===== src/rtl/cis_pkg.sv =====
package cis_pkg;
  typedef enum logic [4:0] {
    ST_IDLE, ST_CLK_ID, ST_RESET, ST_IFCOND, ST_APP_A, ST_OPCOND, ST_GAP,
    ST_IDENT, ST_ADDR, ST_CSD, ST_CLK_OP, ST_SELECT, ST_BLKLEN, ST_APP_B,
    ST_BUSW, ST_READY, ST_FAIL
  } step_t;

  typedef enum logic [1:0] {
    RSP_NONE  = 2'd0,
    RSP_SHORT = 2'd1,
    RSP_LONG  = 2'd2,
    RSP_BUSY  = 2'd3
  } rsp_kind_t;

  typedef enum logic [1:0] {
    ERR_NONE     = 2'd0,
    ERR_UNSUP    = 2'd1,
    ERR_UNUSABLE = 2'd2,
    ERR_IO       = 2'd3
  } err_t;

  localparam logic [31:0] IFCOND_ARG = 32'h0000_01AA;
  localparam logic [31:0] OPCOND_ARG = 32'h50FF_8000;
  localparam logic [31:0] VOLT_MASK  = 32'h00FF_8000;
  localparam logic [31:0] BLKLEN_ARG = 32'd512;
  localparam logic [31:0] BUSW_ARG   = 32'd2;

  localparam logic [1:0] RATE_ID   = 2'd1;
  localparam logic [1:0] RATE_NORM = 2'd2;
  localparam logic [1:0] RATE_FAST = 2'd3;

  typedef struct packed {
    logic        valid;
    logic [5:0]  idx;
    logic [31:0] arg;
    rsp_kind_t   kind;
  } cmd_t;
endpackage


===== src/rtl/cis_cmd_table.sv =====
module cis_cmd_table
  import cis_pkg::*;
#(
  parameter int RCA_W = 16
) (
  input  step_t             step,
  input  logic [RCA_W-1:0]  rca,
  output cmd_t              cmd
);
  localparam int PAD_W = 32 - RCA_W;
  logic [31:0] rca_arg;

  assign rca_arg = {rca, {PAD_W{1'b0}}};

  always_comb begin
    cmd = '{valid: 1'b0, idx: 6'd0, arg: 32'd0, kind: RSP_NONE};
    case (step)
      ST_RESET:  cmd = '{valid: 1'b1, idx: 6'd0,  arg: 32'd0,      kind: RSP_NONE};
      ST_IFCOND: cmd = '{valid: 1'b1, idx: 6'd8,  arg: IFCOND_ARG, kind: RSP_SHORT};
      ST_APP_A:  cmd = '{valid: 1'b1, idx: 6'd55, arg: 32'd0,      kind: RSP_SHORT};
      ST_OPCOND: cmd = '{valid: 1'b1, idx: 6'd41, arg: OPCOND_ARG, kind: RSP_SHORT};
      ST_IDENT:  cmd = '{valid: 1'b1, idx: 6'd2,  arg: 32'd0,      kind: RSP_LONG};
      ST_ADDR:   cmd = '{valid: 1'b1, idx: 6'd3,  arg: 32'd0,      kind: RSP_SHORT};
      ST_CSD:    cmd = '{valid: 1'b1, idx: 6'd9,  arg: rca_arg,    kind: RSP_LONG};
      ST_SELECT: cmd = '{valid: 1'b1, idx: 6'd7,  arg: rca_arg,    kind: RSP_BUSY};
      ST_BLKLEN: cmd = '{valid: 1'b1, idx: 6'd16, arg: BLKLEN_ARG, kind: RSP_SHORT};
      ST_APP_B:  cmd = '{valid: 1'b1, idx: 6'd55, arg: rca_arg,    kind: RSP_SHORT};
      ST_BUSW:   cmd = '{valid: 1'b1, idx: 6'd6,  arg: BUSW_ARG,   kind: RSP_SHORT};
      default:   cmd = '{valid: 1'b0, idx: 6'd0,  arg: 32'd0,      kind: RSP_NONE};
    endcase
  end
endmodule


===== src/rtl/cis_retry_unit.sv =====
module cis_retry_unit #(
  parameter int MAX_TRIES = 1000,
  parameter int GAP_W     = 16
) (
  input  logic             clk,
  input  logic             rst,
  input  logic             clr,
  input  logic             bump,
  input  logic [GAP_W-1:0] gap_val,
  input  logic             gap_run,
  output logic             last_try,
  output logic             gap_done
);
  localparam int CNT_W = $clog2(MAX_TRIES + 1);
  localparam logic [CNT_W-1:0] LAST = CNT_W'(MAX_TRIES - 1);

  logic [CNT_W-1:0] tries_q;
  logic [GAP_W-1:0] gap_q;

  always_ff @(posedge clk) begin
    if (rst || clr) tries_q <= '0;
    else if (bump)  tries_q <= tries_q + 1'b1;
  end

  always_ff @(posedge clk) begin
    if (rst)                        gap_q <= '0;
    else if (bump)                  gap_q <= gap_val;
    else if (gap_run && gap_q != 0) gap_q <= gap_q - 1'b1;
  end

  assign last_try = (tries_q == LAST);
  assign gap_done = (gap_q == '0);
endmodule


===== src/rtl/card_init_seq.sv =====
module card_init_seq
  import cis_pkg::*;
#(
  parameter int MAX_TRIES = 1000,
  parameter int GAP_W     = 16,
  parameter int RCA_W     = 16,
  parameter int IDX_W     = 6,
  parameter int ARG_W     = 32
) (
  input  logic             clk,
  input  logic             rst,
  input  logic             start,
  input  logic             hs_capable,
  input  logic [GAP_W-1:0] retry_gap,
  output logic             clk_req,
  output logic [1:0]       clk_rate,
  input  logic             clk_ack,
  output logic             cmd_valid,
  output logic [IDX_W-1:0] cmd_index,
  output logic [ARG_W-1:0] cmd_arg,
  output logic [1:0]       cmd_rsp,
  input  logic             rsp_done,
  input  logic             rsp_timeout,
  input  logic [ARG_W-1:0] rsp_word,
  output logic             card_ready,
  output logic [RCA_W-1:0] card_rca,
  output logic             card_ccs,
  output logic             err_valid,
  output logic [1:0]       err_code
);
  localparam int RCA_LO = ARG_W - RCA_W;

  step_t            state_q, state_n;
  err_t             err_q, err_n;
  logic [RCA_W-1:0] rca_q;
  logic             ccs_q;
  logic             set_err, ld_rca, ld_ccs, clr_try, bump_try;
  logic             last_try, gap_done;
  cmd_t             cmd;
  logic             vmask_ok;

  cis_cmd_table #(.RCA_W(RCA_W)) u_tbl (
    .step (state_q),
    .rca  (rca_q),
    .cmd  (cmd)
  );

  cis_retry_unit #(.MAX_TRIES(MAX_TRIES), .GAP_W(GAP_W)) u_retry (
    .clk      (clk),
    .rst      (rst),
    .clr      (clr_try),
    .bump     (bump_try),
    .gap_val  (retry_gap),
    .gap_run  (state_q == ST_GAP),
    .last_try (last_try),
    .gap_done (gap_done)
  );

  assign vmask_ok = ((rsp_word & VOLT_MASK) == VOLT_MASK);

  always_comb begin
    state_n  = state_q;
    err_n    = ERR_NONE;
    set_err  = 1'b0;
    ld_rca   = 1'b0;
    ld_ccs   = 1'b0;
    clr_try  = 1'b0;
    bump_try = 1'b0;
    if (cmd.valid && rsp_timeout && state_q != ST_IFCOND) begin
      state_n = ST_FAIL;
      set_err = 1'b1;
      err_n   = ERR_IO;
    end else begin
      case (state_q)
        ST_IDLE, ST_READY, ST_FAIL:
          if (start) begin
            state_n = ST_CLK_ID;
            clr_try = 1'b1;
          end
        ST_CLK_ID: if (clk_ack) state_n = ST_RESET;
        ST_RESET:  if (rsp_done) state_n = ST_IFCOND;
        ST_IFCOND:
          if (rsp_timeout) begin
            state_n = ST_FAIL;
            set_err = 1'b1;
            err_n   = ERR_UNSUP;
          end else if (rsp_done) begin
            if (rsp_word == IFCOND_ARG) state_n = ST_APP_A;
            else begin
              state_n = ST_FAIL;
              set_err = 1'b1;
              err_n   = ERR_UNUSABLE;
            end
          end
        ST_APP_A: if (rsp_done) state_n = ST_OPCOND;
        ST_OPCOND:
          if (rsp_done) begin
            if (!vmask_ok) begin
              state_n = ST_FAIL;
              set_err = 1'b1;
              err_n   = ERR_UNUSABLE;
            end else if (rsp_word[31]) begin
              state_n = ST_IDENT;
              ld_ccs  = 1'b1;
            end else if (last_try) begin
              state_n = ST_FAIL;
              set_err = 1'b1;
              err_n   = ERR_IO;
            end else begin
              state_n  = ST_GAP;
              bump_try = 1'b1;
            end
          end
        ST_GAP:    if (gap_done) state_n = ST_APP_A;
        ST_IDENT:  if (rsp_done) state_n = ST_ADDR;
        ST_ADDR:
          if (rsp_done) begin
            state_n = ST_CSD;
            ld_rca  = 1'b1;
          end
        ST_CSD:    if (rsp_done) state_n = ST_CLK_OP;
        ST_CLK_OP: if (clk_ack) state_n = ST_SELECT;
        ST_SELECT: if (rsp_done) state_n = ccs_q ? ST_APP_B : ST_BLKLEN;
        ST_BLKLEN: if (rsp_done) state_n = ST_APP_B;
        ST_APP_B:  if (rsp_done) state_n = ST_BUSW;
        ST_BUSW:   if (rsp_done) state_n = ST_READY;
        default:   state_n = ST_IDLE;
      endcase
    end
  end

  always_ff @(posedge clk) begin
    if (rst) begin
      state_q <= ST_IDLE;
      err_q   <= ERR_NONE;
      rca_q   <= '0;
      ccs_q   <= 1'b0;
    end else begin
      state_q <= state_n;
      if (clr_try) begin
        err_q <= ERR_NONE;
        rca_q <= '0;
        ccs_q <= 1'b0;
      end
      if (set_err) err_q <= err_n;
      if (ld_rca)  rca_q <= rsp_word[ARG_W-1:RCA_LO];
      if (ld_ccs)  ccs_q <= rsp_word[30];
    end
  end

  assign cmd_valid  = cmd.valid;
  assign cmd_index  = IDX_W'(cmd.idx);
  assign cmd_arg    = ARG_W'(cmd.arg);
  assign cmd_rsp    = cmd.kind;
  assign clk_req    = (state_q == ST_CLK_ID) || (state_q == ST_CLK_OP);
  assign clk_rate   = (state_q == ST_CLK_ID) ? RATE_ID :
                      (state_q == ST_CLK_OP) ? (hs_capable ? RATE_FAST : RATE_NORM) : 2'd0;
  assign card_ready = (state_q == ST_READY);
  assign err_valid  = (state_q == ST_FAIL);
  assign err_code   = err_q;
  assign card_rca   = rca_q;
  assign card_ccs   = ccs_q;
endmodule


===== config.mk =====
export PLATFORM = sky130hd
export DESIGN_NAME = card_init_seq
export DESIGN_NICKNAME = d
export VERILOG_FILES = /design/src/rtl/cis_pkg.sv /design/src/rtl/cis_cmd_table.sv /design/src/rtl/cis_retry_unit.sv /design/src/rtl/card_init_seq.sv
export SDC_FILE = /design/constraint.sdc
export NUM_CORES = 1
export LEC_CHECK = 0
export CAP_MARGIN = 10
export CORE_MARGIN = 3
export CORE_UTILIZATION = 51
export CTS_BUF_LIST = sky130_fd_sc_hd__clkbuf_4 sky130_fd_sc_hd__clkbuf_8
export CTS_CLUSTER_DIAMETER = 150
export CTS_CLUSTER_SIZE = 28
export DETAILED_ROUTE_END_ITERATION = 16
export PLACE_DENSITY = 0.89
export SLEW_MARGIN = 10
export SYNTH_ARGS = -nofsm -noshare
export SYNTH_HDL_FRONTEND = slang
export SYNTH_SLANG_ARGS = --single-unit

===== constraint.sdc =====
create_clock -name clk -period 5.9 [get_ports clk]
set_input_delay 1.18 -clock clk [delete_from_list [all_inputs] [get_ports clk]]
set_output_delay 1.18 -clock clk [all_outputs]
set_load 0.02 [all_outputs]

# ---- After elaboration in Yosys (flattened, before gate mapping)
# Cells that the tools add are included.
dict set report classes {
  addsub 2
  n_mux 70
  reduce_logical 16
  n_eq_ne 50
}
# cell count
set ops {}
lappend ops {{$pmux 41 s11} 1}
lappend ops {{$mux 5} 21}
lappend ops {{$pmux 5 s15} 1}
lappend ops {{$mux 16} 4}
lappend ops {{$ne 3x3->1 const B} 15}
lappend ops {{$eq 5x4->1 const B} 8}
lappend ops {{$eq 32x9->1 const B} 1}
lappend ops {{$reduce_and 15->1} 2}
lappend ops {{$mux 1} 29}
lappend ops {{$ne 2x2->1 const B} 14}
lappend ops {{$mux 2} 12}
lappend ops {{$eq 5x3->1 const B} 4}
lappend ops {{$logic_not 16->1} 1}
lappend ops {{$reduce_bool 16->1} 1}
lappend ops {{$sub 16x1->16 const B} 1}
lappend ops {{$add 10x1->10 const B} 1}
lappend ops {{$eq 10x10->1 const B} 1}
lappend ops {{$eq 5x2->1 const B} 2}
lappend ops {{$eq 9x9->1 const B} 1}
lappend ops {{$reduce_bool 2->1} 4}
lappend ops {{$eq 5x1->1 const B} 1}
lappend ops {{$eq 5x5->1 const B} 1}
lappend ops {{$logic_not 5->1} 1}
lappend ops {{$ne 5x2->1 const B} 1}
lappend ops {{7 further kinds} 10}
dict set report totals {
  ff_bits 50
  word_cells 145
  output_inout_bits 65
  input_bits 55
}

# ---- Longest topological paths before layout
dict set report depth {
  word_depth 8
  depth_mapped 9
  mapped_depth_nobuf 7
}

# ---- Hierarchy
# Synthesis repeated with hierarchy kept, for this count alone.
dict set report hier_totals {
  hier_cells 425
  hier_area_um2 3453.3
}
# mod n_inst seq_area_each_um2 cells_each area_each_um2
set modules_own_cells {}
lappend modules_own_cells {cis_retry_unit 1 520.5 172 1468.9}
lappend modules_own_cells {card_init_seq 1 480.5 166 1428.9}
lappend modules_own_cells {cis_cmd_table 1 0.0 87 555.5}

# ---- Worst setup path after synthesis
# Ideal clock, no wire load.
dict set report synth_path {
  path_type {input to output}
  from {input port hs_capable}
  to {output port clk_rate[0]}
  stages 2
  path_buffers 0
  t_arrival_ns 1.837
  t_required_ns 4.720
  path_slack_ns 2.883
  path_cell_list {nand3_1 -> a211oi_1}
}
dict set report synth_between {
  elab_chain_len 3
}
# element line_no
set synth_lines {}
lappend synth_lines {{start, declared} card_init_seq.sv:13} ;# input logic hs_capable,
lappend synth_lines {{$mux 1} card_init_seq.sv:157} ;# (state_q == ST_CLK_OP) ? (hs_capable ? RATE_FAST : RATE_NORM) : 2'd0;
lappend synth_lines {{$mux 2} card_init_seq.sv:157}
lappend synth_lines {{$mux 2} card_init_seq.sv:156} ;# assign clk_rate = (state_q == ST_CLK_ID) ? RATE_ID :
lappend synth_lines {{end, declared} card_init_seq.sv:16} ;# output logic [1:0] clk_rate,
# No other way between the ends.

# ---- Final worst setup path
dict set report layout_path {
  from {register state_q[3]}
  to {output port cmd_arg[29]}
}
dict set report layout_between {
  elab_chain_len 2
  word_cells_on_any_way 12
  cone_classes {eq/ne: 11; mux: 1}
}
# element line_no
set layout_lines {}
lappend layout_lines {{start, declared} card_init_seq.sv:33} ;# step_t state_q, state_n;
lappend layout_lines {{start signal, assigned} card_init_seq.sv:139} ;# state_q <= state_n;
lappend layout_lines {{$eq 5x4->1, or another cell as far along} cis_cmd_table.sv:17} ;# case (step)
lappend layout_lines {{$pmux 41 s11 (*)} cis_cmd_table.sv:17}
lappend layout_lines {{end, declared} card_init_seq.sv:20} ;# output logic [ARG_W-1:0] cmd_arg,
# Mark *: on every way between the ends. The rest lies on a longest branch, timed or not.

==> results.json <==
{
  "numCtsBuffers": 5,
  "die_h_um": 88.1,
  "finClkSkew_ns": 0.00653,
  "hpwl_mm": 7.83,
  "coreArea_mm2": 0.00646,
  "synth_edf_count": 0,
  "syn_inst": 455,
  "cts.sinks": 50,
  "netlist.area_leader.share_pct": 29.1,
  "drive_gt1_share_pct": 5.58,
  "sequentialPowerShare_pct": 33.8,
  "post-synth-top-count-cell": "a21oi_1",
  "post_dp_cell_area_mm2": 0.00445,
  "dr_total_vias": 3872,
  "fin_crit_ns": 4.18,
  "fmax_mhz": 239,
  "critical_path_class": "reg -> out",
  "viasPerCell": 6.30,
  "grt-ovfl-total": 0,
  "slew_headroom_pct": 21.1,
  "outcome": "completed",
  "num_rows": 29,
  "post_cts_buffers": 0,
  "synth_seq_cells": 50,
  "clock_power_share_pct": 19.7,
  "dieArea_mm2": 0.00776,
  "cp.arrival_ns": 3.00,
  "cp_max_fo": 25,
  "post-route-period-util_pct": 70.8,
  "initial_utilization_pct": 53.2,
  "clockBufferDepth": 2,
  "start_kind": "register",
  "cts_resized": 0,
  "synthFlopType": "dfxtp_1",
  "async_reset_ff_share_pct": 0,
  "antennaDiodeCount": 0,
  "hold_viol_final": 0,
  "syn_area_mm2": 0.00344,
  "power.internal_mw": 0.739,
  "yosys.cell_types.count": 68,
  "p_switching_mw": 0.517,
  "wl_mm": 10.6,
  "synth_common_cells": "52 x a21oi_1, 50 x dfxtp_1, 38 x nand2_1, 37 x nand3_1, 22 x nor2_1",
  "grt_pass1_wl_mm": 16.6,
  "fin_nets": 594,
  "crit_required_ns": 4.72,
  "grt_max_degree": 33,
  "p_per_area_mw_per_mm2": 275,
  "area_growth_pct": 32.9,
  "gp_congestion": 0.904,
  "synth.avg_cell_area_um2": 7.56,
  "drv_cap": 0,
  "grt_usage_pct": 26.1,
  "power_mw": 1.26,
  "hp-class": "reg -> reg",
  "synthTopCellsByArea": "dfxtp_1 29%, a21oi_1 7.6%, nand3_1 5.4%",
  "comb_power_share_pct": 46.5,
  "drc": 0,
  "grt_pass1_vias": 3558,
  "switching_share_pct": 41.1,
  "fin_setup_tns_ns": 0,
  "setup_viol": 0,
  "slew_violations": 0,
  "drt_iter0_drc": 291,
  "cts_tree": "yes",
  "ctsHtreeMaxLevel": 2,
  "rsz0062_at_grt": "no",
  "io_pins": 120,
  "drt.antenna.violating_nets": 0,
  "root_buffer": "clkbuf_8",
  "vdd_drop_max_v": 0.000120,
  "die_w_um": 88.1,
  "leakagePower_nw": 1.60,
  "synth_warnings": 0,
  "cts_hold_buf": 0,
  "worstSetupEndpointType": "output pin",
  "clk_latency_ns": 0.31,
  "worstMarginPinSlew_ns": 1.18,
  "layoutNonFillerInstCount": 615,
  "clk_pin_slew_ns": 0.10,
  "grt_antenna_before_repair": 0,
  "synth_area_leader_cell": "dfxtp_1",
  "post_drt_wl_per_cell_um": 17.2,
  "drt_pass1_iterations": 6,
  "post-place-cells": 607,
  "yosysSeqAreaShare_pct": 29.1,
  "stdcell_area_mm2": 0.00457,
  "portBuffers": 110
}
-- registers in the layout, summed over array words and instances (netlist names) --
register         count
card_ccs             1
card_rca            16
err_code             2
state_q              5
u_retry.gap_q       16
u_retry.tries_q     10
-- power groups by stage --
stage,sequential [mW],combinational (mW),clock (mW)
5_1_grt,0.432,0.627,0.259
3_3_place_gp,0.426,0.562,0
4_1_cts,0.421,0.577,0.248
2_1_floorplan,0.376,0.411,0
6_report,0.424,0.584,0.248
3_5_place_dp,0.429,0.576,0
-- layout make-up --
type                       count  area, um2
tap                           77       96.3
inverter                      10       37.5
sequential                    50       1000
timing repair buffer         112       1120
multi-input combinational    358       2210
clock inverter                 3       45.0
fill                         509       1890
clock buffer                   5       68.8
-- final timing paths --
check	to	cells after the start	from	slack, ns
max reg2reg	u_retry.tries_q[3]	6	state_q[2]	2.81
min	card_rca[8]	2	card_rca[8]	0.48
max	cmd_arg[29]	4	state_q[3]	1.72
min reg2reg	card_rca[8]	2	card_rca[8]	0.48
-- per-layer routing --
layer	vias up	track usage (%)	share of wire (%)
met4	0	8.38	1.8
met1	1801	35.7	42
met3	24	3.20	6.6
met2	200	42.9	50
li1	1847	-	-
met5	-	0	0
-- cells in the final DEF (no fill, tap or decap), types with 7 or more instances in the layout --
| cell | netlist | layout |
|---|---|---|
| nand4_1 | 7 | 7 |
| and2_1 | 9 | 9 |
| or4_1 | 10 | 10 |
| o31ai_1 | 14 | 14 |
| nand3_1 | 37 | 37 |
| xnor2_1 | 8 | 8 |
| nand2_1 | 38 | 38 |
| inv_1 | 10 | 10 |
| conb_1 | 1 | 9 |
| o21ai_0 | 15 | 15 |
| and3_1 | 7 | 7 |
| clkdlybuf4s50_1 | 0 | 110 |
| a21o_1 | 10 | 10 |
| nor3_1 | 11 | 11 |
| nor2b_1 | 10 | 10 |
| nor4_1 | 9 | 9 |
| nor2_1 | 22 | 22 |
| o211ai_1 | 7 | 7 |
| dfxtp_1 | 50 | 50 |
| a31oi_1 | 7 | 7 |
| a21oi_1 | 52 | 52 |
| or3_1 | 7 | 7 |
-- through the flow --
step / hold slack [ns] / utilization (%) / setup slack, ns
2_1_floorplan: 0.454 / - / 2.88
3_3_place_gp: 0.465 / 68.9 / 2.12
3_5_place_dp: 0.469 / 68.9 / 2.09
4_1_cts: 0.482 / 70.7 / 1.78
5_1_grt: 0.498 / 70.8 / 1.54
6_report: 0.481 / 70.8 / 1.72
-- logic make-up after synthesis --
family                     share of synthesized area, %
xor gates and xnor gates                           2.80
adders and majority gates                         0.728
other                                             0.109
buffers and inverters                              7.90
muxes                                             0.946
DFF                                                29.1
and+or+nand+nor                                    32.4
AOI/OAI and AO/OA                                  26.0
-- worst max-delay path, cell delays in order, from the launching register on --
cell and delay [ns]:
dfxtp_1 0.83, nand3b_1 0.21, nor2_1 0.78, and2_1 0.25, clkdlybuf4s50_1 0.60
(Power assumes the default switching activity.)
